[config.mk]
export PLATFORM = sky130hd
export DESIGN_NAME = mppt_seq_top
export DESIGN_NICKNAME = d
export VERILOG_FILES = /design/src/rtl/mppt_seq_pkg.sv /design/src/rtl/mppt_seq_timer.sv /design/src/rtl/mppt_seq_strap.sv /design/src/rtl/mppt_seq_fsm.sv /design/src/rtl/mppt_seq_top.sv
export SDC_FILE = /design/constraint.sdc
export NUM_CORES = 1
export LEC_CHECK = 0
export ABC_AREA = 1
export BUFFER_PORTS_ARGS = -buffer_cell sky130_fd_sc_hd__buf_4
export CAP_MARGIN = 30
export CORE_MARGIN = 3
export CORE_UTILIZATION = 45
export CTS_CLUSTER_DIAMETER = 50
export DETAILED_ROUTE_END_ITERATION = 16
export PLACE_DENSITY = 0.6
export SLEW_MARGIN = 15
export SYNTH_ARGS = -nofsm -noshare
export SYNTH_HDL_FRONTEND = slang
export SYNTH_SLANG_ARGS = --single-unit
[constraint.sdc]
create_clock -name clk -period 3.7 [get_ports clk]
set_input_delay 0.37 -clock clk [delete_from_list [all_inputs] [get_ports clk]]
set_output_delay 0.37 -clock clk [all_outputs]
set_load 0.005 [all_outputs]
[src/rtl/mppt_seq_pkg.sv]
package mppt_seq_pkg;

    typedef enum logic [1:0] {
        PH_IDLE   = 2'b00,
        PH_TRACK  = 2'b01,
        PH_SAMPLE = 2'b10
    } phase_e;

    typedef struct packed {
        logic clr;
        logic inc;
    } cnt_ctl_t;

    function automatic int max_of(input int a, input int b);
        return (a > b) ? a : b;
    endfunction

    function automatic int cnt_width(input int track_len, input int sample_len);
        int top;
        top = max_of(track_len, sample_len);
        return (top < 2) ? 1 : $clog2(top);
    endfunction

endpackage

[src/rtl/mppt_seq_timer.sv]
module mppt_seq_timer
    import mppt_seq_pkg::*;
#(
    parameter int CNT_W       = 8,
    parameter int TRACK_LAST  = 23,
    parameter int SAMPLE_LAST = 5
) (
    input  logic     clk,
    input  logic     rst,
    input  cnt_ctl_t ctl,
    input  logic     sel_sample,
    output logic     at_end
);

    localparam logic [CNT_W-1:0] T_END   = CNT_W'(TRACK_LAST);
    localparam logic [CNT_W-1:0] S_END   = CNT_W'(SAMPLE_LAST);
    localparam logic [CNT_W-1:0] MAX_END = CNT_W'(max_of(TRACK_LAST, SAMPLE_LAST));

    logic [CNT_W-1:0] cnt;

    always_ff @(posedge clk) begin
        if (rst || ctl.clr) begin
            cnt <= '0;
        end else if (ctl.inc) begin
            cnt <= cnt + 1'b1;
        end
    end

    always_comb begin
        at_end = (cnt == (sel_sample ? S_END : T_END));
    end

    // the shared counter never runs past the longer window
    a_r2_cnt_bounded: assert property (@(posedge clk) disable iff (rst)
        cnt <= MAX_END);

    // reset leaves the counter at zero
    a_r1_cnt_cleared: assert property (@(posedge clk)
        $past(rst) |-> (cnt == '0));

endmodule

[src/rtl/mppt_seq_strap.sv]
module mppt_seq_strap (
    input  logic clk,
    input  logic rst,
    input  logic mppt_en,
    output logic strap_changed
);

    logic en_q;

    always_ff @(posedge clk) begin
        en_q <= mppt_en;
    end

    always_comb begin
        strap_changed = !rst && (en_q != mppt_en);
    end

    // any strap edge after reset is reported in the cycle it appears
    a_r6_edge_flagged: assert property (@(posedge clk) disable iff (rst)
        (mppt_en != $past(mppt_en)) |-> strap_changed);

endmodule

[src/rtl/mppt_seq_fsm.sv]
module mppt_seq_fsm
    import mppt_seq_pkg::*;
(
    input  logic     clk,
    input  logic     rst,
    input  logic     conv_ready,
    input  logic     mppt_en,
    input  logic     strap_changed,
    input  logic     at_end,
    output phase_e   phase,
    output cnt_ctl_t ctl,
    output logic     sample_last
);

    phase_e nxt;

    always_comb begin
        nxt = phase;
        ctl = '{clr: 1'b0, inc: 1'b0};
        if (!conv_ready) begin
            nxt     = PH_IDLE;
            ctl.clr = 1'b1;
        end else if (strap_changed || !mppt_en) begin
            nxt     = PH_TRACK;
            ctl.clr = 1'b1;
        end else begin
            unique case (phase)
                PH_IDLE: begin
                    nxt     = PH_TRACK;
                    ctl.clr = 1'b1;
                end
                PH_TRACK: begin
                    if (at_end) begin
                        nxt     = PH_SAMPLE;
                        ctl.clr = 1'b1;
                    end else begin
                        ctl.inc = 1'b1;
                    end
                end
                PH_SAMPLE: begin
                    if (at_end) begin
                        nxt     = PH_TRACK;
                        ctl.clr = 1'b1;
                    end else begin
                        ctl.inc = 1'b1;
                    end
                end
                default: begin
                    nxt     = PH_IDLE;
                    ctl.clr = 1'b1;
                end
            endcase
        end
    end

    always_ff @(posedge clk) begin
        if (rst) begin
            phase <= PH_TRACK;
        end else begin
            phase <= nxt;
        end
    end

    always_comb begin
        sample_last = (phase == PH_SAMPLE) && at_end && conv_ready
                      && mppt_en && !strap_changed;
    end

    // a sampling window opens only off the end of a tracking count
    a_r2_sample_from_end: assert property (@(posedge clk) disable iff (rst)
        $rose(phase == PH_SAMPLE) |-> $past(at_end));

    // a completed window always hands back to tracking
    a_r3_window_closes: assert property (@(posedge clk) disable iff (rst)
        ($past(phase == PH_SAMPLE) && $past(at_end) && $past(conv_ready)
         && $past(mppt_en) && !$past(strap_changed)) |-> (phase == PH_TRACK));

endmodule

[src/rtl/mppt_seq_top.sv]
module mppt_seq_top
    import mppt_seq_pkg::*;
#(
    parameter int PERIOD_CYCLES = 524288,
    parameter int SAMPLE_CYCLES = 13107
) (
    input  logic       clk,
    input  logic       rst,
    input  logic       mppt_en,
    input  logic       conv_ready,
    output logic       sw_inhibit,
    output logic       capture_stb,
    output logic       not_switching,
    output logic [1:0] phase
);

    localparam int TRACK_CYCLES = PERIOD_CYCLES - SAMPLE_CYCLES;
    localparam int CNT_W        = cnt_width(TRACK_CYCLES, SAMPLE_CYCLES);

    phase_e   cur_phase;
    cnt_ctl_t ctl;
    logic     at_end;
    logic     strap_changed;
    logic     sample_last;

    mppt_seq_strap u_strap (
        .clk           (clk),
        .rst           (rst),
        .mppt_en       (mppt_en),
        .strap_changed (strap_changed)
    );

    mppt_seq_timer #(
        .CNT_W       (CNT_W),
        .TRACK_LAST  (TRACK_CYCLES - 1),
        .SAMPLE_LAST (SAMPLE_CYCLES - 1)
    ) u_timer (
        .clk        (clk),
        .rst        (rst),
        .ctl        (ctl),
        .sel_sample (cur_phase == PH_SAMPLE),
        .at_end     (at_end)
    );

    mppt_seq_fsm u_fsm (
        .clk           (clk),
        .rst           (rst),
        .conv_ready    (conv_ready),
        .mppt_en       (mppt_en),
        .strap_changed (strap_changed),
        .at_end        (at_end),
        .phase         (cur_phase),
        .ctl           (ctl),
        .sample_last   (sample_last)
    );

    always_comb begin
        sw_inhibit    = (cur_phase == PH_SAMPLE);
        capture_stb   = sample_last;
        not_switching = (cur_phase != PH_TRACK) || !conv_ready;
        phase         = cur_phase;
    end

    // with the strap off the converter is never held idle
    a_r5_no_inhibit_off: assert property (@(posedge clk) disable iff (rst)
        !mppt_en |=> !sw_inhibit);

    // losing the qualifier parks the block in idle with inhibit released
    a_r7_idle_on_drop: assert property (@(posedge clk) disable iff (rst)
        !conv_ready |=> (phase == 2'b00) && !sw_inhibit);

    // the capture strobe is a single cycle wide
    a_r4_single_strobe: assert property (@(posedge clk) disable iff (rst)
        capture_stb |=> !capture_stb);

    // the strobe only occurs inside a sampling window, which then closes
    a_r4_strobe_closes: assert property (@(posedge clk) disable iff (rst)
        capture_stb |-> sw_inhibit ##1 (phase == 2'b01));

    // the idle status flag covers the whole window
    a_r8_flag_in_window: assert property (@(posedge clk) disable iff (rst)
        sw_inhibit |-> not_switching);

    // no capture while the qualifier is missing
    a_r9_no_strobe_unqualified: assert property (@(posedge clk) disable iff (rst)
        !conv_ready |-> !capture_stb);

endmodule

==> impl_metrics.yaml, run 1 <==
route:
  via_per_inst: 5.18
  post_drt_wl_per_cell_um: 11.9
  finalWirelength_um: 2770
  drtPass1Iterations: 4
  drc: 0
  drt_iter0_markers: 54
  vias: 1208
  postRouteAntennaNets: 0
hold_path:
  hold_class: "in2reg"
  hold_depth: 1
clocking:
  post_cts_buffers: 0
  cts_tree: "built"
  cts_resized: 0
  cts_buffer_depth: 2
  worstSkewPairLatency_ps: 320
  clk_pin_slew_ps: 130
  cts_buffers: 3
  root_buffer: "clkbuf_4"
  cts.htree.levels: 1
  hold_buffers: 0
  clkSinkCount: 22
finish:
  drive_gt1_frac: 0.158
  fillers: 285
  area_delta_synth_final_pct: 8.65
  seq_area_um2: 440
  finalNetCount: 213
  multi_input_area_um2: 816
  n_antenna_cell: 0
  utilization: 0.528
  final_cells: 233
worst_setup_path:
  crit_arrival_ps: 2100
  rr_worst_depth: 11
  required_ps: 3330
  crit_type: "reg2out"
  cp-start-kind: "register"
  end_kind: "output port"
  cp_max_fo: 12
synthesis:
  ys_ff_latch: 22
  ys_top_cells_by_area: "dfxtp_1 (32%), nand2_1 (8.5%), nor2_1 (7.9%), nand3_1 (7.3%), inv_1 (7.1%)"
  netlist_area_mm2: 0.00137
  synth_commonest_cells: "nand2_1 (31), nor2_1 (29), inv_1 (26), dfxtp_1 (22), nand3_1 (20)"
  seq_area_frac_synth: 0.321
  syn_nets: 202
  synth-edff-count: 0
  netlist_instances: 192
  synthArstFlopShare: 0
  synth_ff_type: "dfxtp_1"
  ys_types: 31
  yosysMostFrequentCell: "nand2_1"
  synth_top_area_share: 0.321
  avgSynthCellArea_um2: 7.16
  netlist.top_cell.by_area: "dfxtp_1"
  synth_warnings: 0
floorplanning:
  die-area_mm2: 0.00375
  core_area_mm2: 0.00283
  die_x_um: 61.3
  ios: 9
  core.rowCount: 19
  initial_core_util: 0.486
  dieHeight_um: 61.3
timing:
  skew_ps: 5.63
  timing.fmax_mhz: 404
  setup_viol: 0
  period_needed_ps: 2470
  rsz0062_at_grt: "no"
  worst_slew_pin_slew_ps: 377
  fin_tns_setup_ps: 0
  maxSlewViolCount: 0
  hold_violations: 0
  fin_crit_sh: 0.668
  slew_headroom: 0.749
pwr:
  power.density_mw_per_mm2: 274
  power_leakage_nw: 0.578
  total_power_mw: 0.409
  ir_drop_mv: 0.170
run:
  cap_viol_max_count: 0
outcome:
  status: "finished clean"
global_routing:
  grt_pass1_wl_um: 5020
  grt_max_degree: 18
  grt.total_usage: 0.177
  antenna_found_initial: 0
  grt_overflow_total: 0
  grt_pass1_vias: 1144
placed_design:
  place_inst: 229
  numPortBuffers: 8
  dp_hpwl_um: 2130
  gp_congestion: 0.868
kinds of logic after synthesis:
group / after synthesis / synth area share
AO/OA/AOI/OAI: 14 / 0.0556
XOR/XNOR: 7 / 0.0446
adder cells (fa/ha/maj): 6 / 0.0546
buffers and inverters: 29 / 0.0856
flip-flops: 22 / 0.321
AND/OR/NAND/NOR: 114 / 0.439
layer usage:
metal / vias to the layer above / share of wire / routed length [um] / track usage
met2: 19 / 0.47 / 1290 / 0.282
li1: 635 / - / - / -
met1: 552 / 0.50 / 1380 / 0.230
met5: - / 0 / 0 / 0
met3: 2 / 0.031 / 86 / 0.0398
met4: 0 / 0.0072 / 20 / 0.0743
where the power goes:
group,internal [mW],total [mW],switching (mW),leakage (nW)
clock,0.0602,0.139,0.0784,0.0210
combinational,0.0122,0.0284,0.0162,0.379
sequential,0.239,0.242,0.00258,0.178
final timing paths:
kind	slack (ps)	endpoint	from
setup / recovery	1230	capture_stb	u_fsm.phase[0]
hold / removal	150	u_strap.en_q	mppt_en
setup reg to reg	1650	u_timer.cnt[13]	u_fsm.phase[0]
hold reg to reg	500	u_timer.cnt[0]	u_timer.cnt[0]
flip-flops by register name (all words and copies together), names as in the netlist:
signal        count
u_timer.cnt      19
u_strap.en_q      1
u_fsm.phase       2
worst max-delay path, cell delays in order (launching register included):
cell	delay [ps]
dfxtp_1	450
inv_1	90
ha_1	340
inv_1	220
nand4_1	110
nor2_1	100
nor2_1	60
nand3b_1	150
nor3_1	130
buf_4	140
stage by stage:
step                      instance area, um2  worst slack [ps]  hold WS (ps)
after global placement                  1460              1640           472
after global routing                    1490              1010           144
after detailed placement                1460              1580           477
final                                   1490              1230           153
after CTS                               1490              1210           144
after floorplan                         1370              1950           398
cell usage in the layout (no fill, tap or decap):
master and instances:
nand2_4 2, xnor2_1 3, clkbuf_8 1, nor3_1 5
xor2_1 4, o21ai_0 1, nor2_1 29, o31ai_1 2
clkbuf_4 3, nand3_1 20, or2_0 1, nand2_1 31
nand4_1 6, nor4_2 1, ha_1 6, nand3_2 2
o22ai_1 1, nor3_2 1, dfxtp_1 22, or2_2 2
nor2_2 2, a21oi_1 8, nand3b_1 1, o21ai_1 2
nor3b_1 1, nand2_2 4, clkinv_1 1, nor2_8 1
nor3b_2 2, inv_1 26, nor2_4 3, buf_4 8
cell type report:
type / count / share of cell area
Sequential cell: 22 / 0.295
Timing Repair Buffer: 8 / 0.0402
Multi-Input combinational cell: 141 / 0.547
Tap cell: 31 / 0.0260
Inverter: 27 / 0.0679
Clock buffer: 4 / 0.0243
(Power assumes the default switching activity.)
==> run 2, diff against run 1 <==
Clock period 3.7 ns to 2.5 ns, I/O delays scaled along.
==> impl_metrics.yaml, run 2 (synthesis gave the netlist of run 1 again) <==
outcome:
  status: "finished clean"
route:
  via_per_inst: 5.19
  post_drt_wl_per_cell_um: 12.0
  vias: 1203
  drt_iter0_markers: 81
  finalWirelength_um: 2770
  drtPass1Iterations: 4
  drc: 0
  postRouteAntennaNets: 0
timing:
  maxSlewViolCount: 0
  setup_ws_ps: 193
  hold_violations: 0
  slew_headroom: 0.721
  rsz0062_at_grt: "no"
  worst_slew_pin_slew_ps: 418
  timing.fmax_mhz: 433
  fin_tns_setup_ps: 0
  skew_ps: 1.25
  period_needed_ps: 2310
  holdWs_ps: 46.6
  fin_crit_sh: 0.923
  setup_viol: 0
finish:
  top_register: "u_timer.cnt"
  largest_reg_flops: 19
  reg_top3: "u_timer.cnt x19, u_fsm.phase x2, u_strap.en_q x1"
  utilization: 0.523
  finalNetCount: 213
  final_cells: 232
  design_area_mm2: 0.00148
  layout_common_cells: "nand2_1 (31), nor2_1 (29), inv_1 (25), dfxtp_1 (22), nand3_1 (20)"
  n_antenna_cell: 0
  area_delta_synth_final_pct: 7.65
  mostFrequentLayoutCell: "nand2_1"
  drive_gt1_frac: 0.159
global_routing:
  grt_overflow_total: 0
  grt_pass1_vias: 1166
  grt_max_degree: 18
  antenna_found_initial: 0
  grt.total_usage: 0.178
  grt_pass1_wl_um: 5030
clocking:
  cts_buffers: 3
  cts_tree: "built"
  root_buffer: "clkbuf_4"
  clk_pin_slew_ps: 120
  cts_buffer_depth: 2
  post_cts_buffers: 0
  cts.htree.levels: 1
  clkSinkCount: 22
  worstSkewPairLatency_ps: 300
pwr:
  combPwrFrac: 0.075
  p_seq_frac: 0.636
  switching_share: 0.239
  pwr-share-clk: 0.289
  total_power_mw: 0.563
  switching_power_mw: 0.134
  power.density_mw_per_mm2: 380
  power_leakage_nw: 0.571
  ir_drop_mv: 0.198
  internal_power_mw: 0.428
floorplanning:
  core_area_mm2: 0.00283
  dieHeight_um: 61.3
  initial_core_util: 0.486
  die_x_um: 61.3
  core.rowCount: 19
  ios: 9
  die-area_mm2: 0.00375
worst_setup_path:
  end_kind: "output port"
  crit_arrival_ps: 2060
  crit_type: "reg2out"
  timing.rr.start: "u_fsm.phase[0]"
  required_ps: 2250
  cp_max_fo: 12
  cp-start-kind: "register"
  crit_start: "u_fsm.phase[0]"
placed_design:
  numPortBuffers: 8
  place_inst: 229
  dp_hpwl_um: 2150
  place_ws_ps: 465
  gp_congestion: 0.853
  post_dp_cell_area_mm2: 0.00146
run:
  cap_viol_max_count: 0
hold_path:
  min_from: "mppt_en"
  hold_class: "in2reg"
[run 2: cell types whose count changed in the layout (fill, tap and decap cells not counted)]
| cell | change |
|---|---|
| clkbuf_8 | -1 |
| inv_2 | +1 |
| inv_1 | -1 |
[run 2: power groups by stage]
stage	clock network, mW	registers (mW)	logic [mW]
after global routing	0.182	0.359	0.0496
after global placement	0	0.366	0.0427
after detailed placement	0	0.366	0.0424
after CTS	0.168	0.358	0.0426
final	0.163	0.358	0.0419
after floorplan	0	0.365	0.0288
[run 2: metal layers]
| layer | routed length (um) | part of all wire | vias up | track usage |
|---|---|---|---|---|
| li1 | - | - | 637 | - |
| met1 | 1330 | 0.48 | 539 | 0.241 |
| met2 | 1290 | 0.47 | 25 | 0.284 |
| met3 | 138 | 0.050 | 2 | 0.0503 |
| met4 | 18 | 0.0065 | 0 | 0.0310 |
| met5 | 0 | 0 | - | 0 |
[run 2: final timing paths]
kind | endpoint | slack [ps] | cells past startpoint
max | capture_stb | 190 | 9
min | u_strap.en_q | 50 | 1
max reg2reg | u_timer.cnt[13] | 540 | 11
min reg2reg | u_timer.cnt[0] | 500 | 1
[run 2: area by class of cell]
cell class	count	area, um2
Fill cell	289	1350
Multi-Input combinational cell	141	816
Sequential cell	22	440
Inverter	27	101
Timing Repair Buffer	8	60.1
Tap cell	31	38.8
Clock buffer	3	22.5
[run 2: worst max-delay path, stage by stage (launching register included)]
cell      delay, ps
dfxtp_1         440
inv_1            90
ha_1            350
inv_2           170
nand4_1          90
nor2_1          100
nor2_1           60
nand3b_1        150
nor3_1          150
buf_4           140
[run 2: what timing repair did]
item | in CTS | in global routing
endpoints found under the setup margin | 0 | 1
resized for setup | 0 | 1
hold buffers | 0 | 0
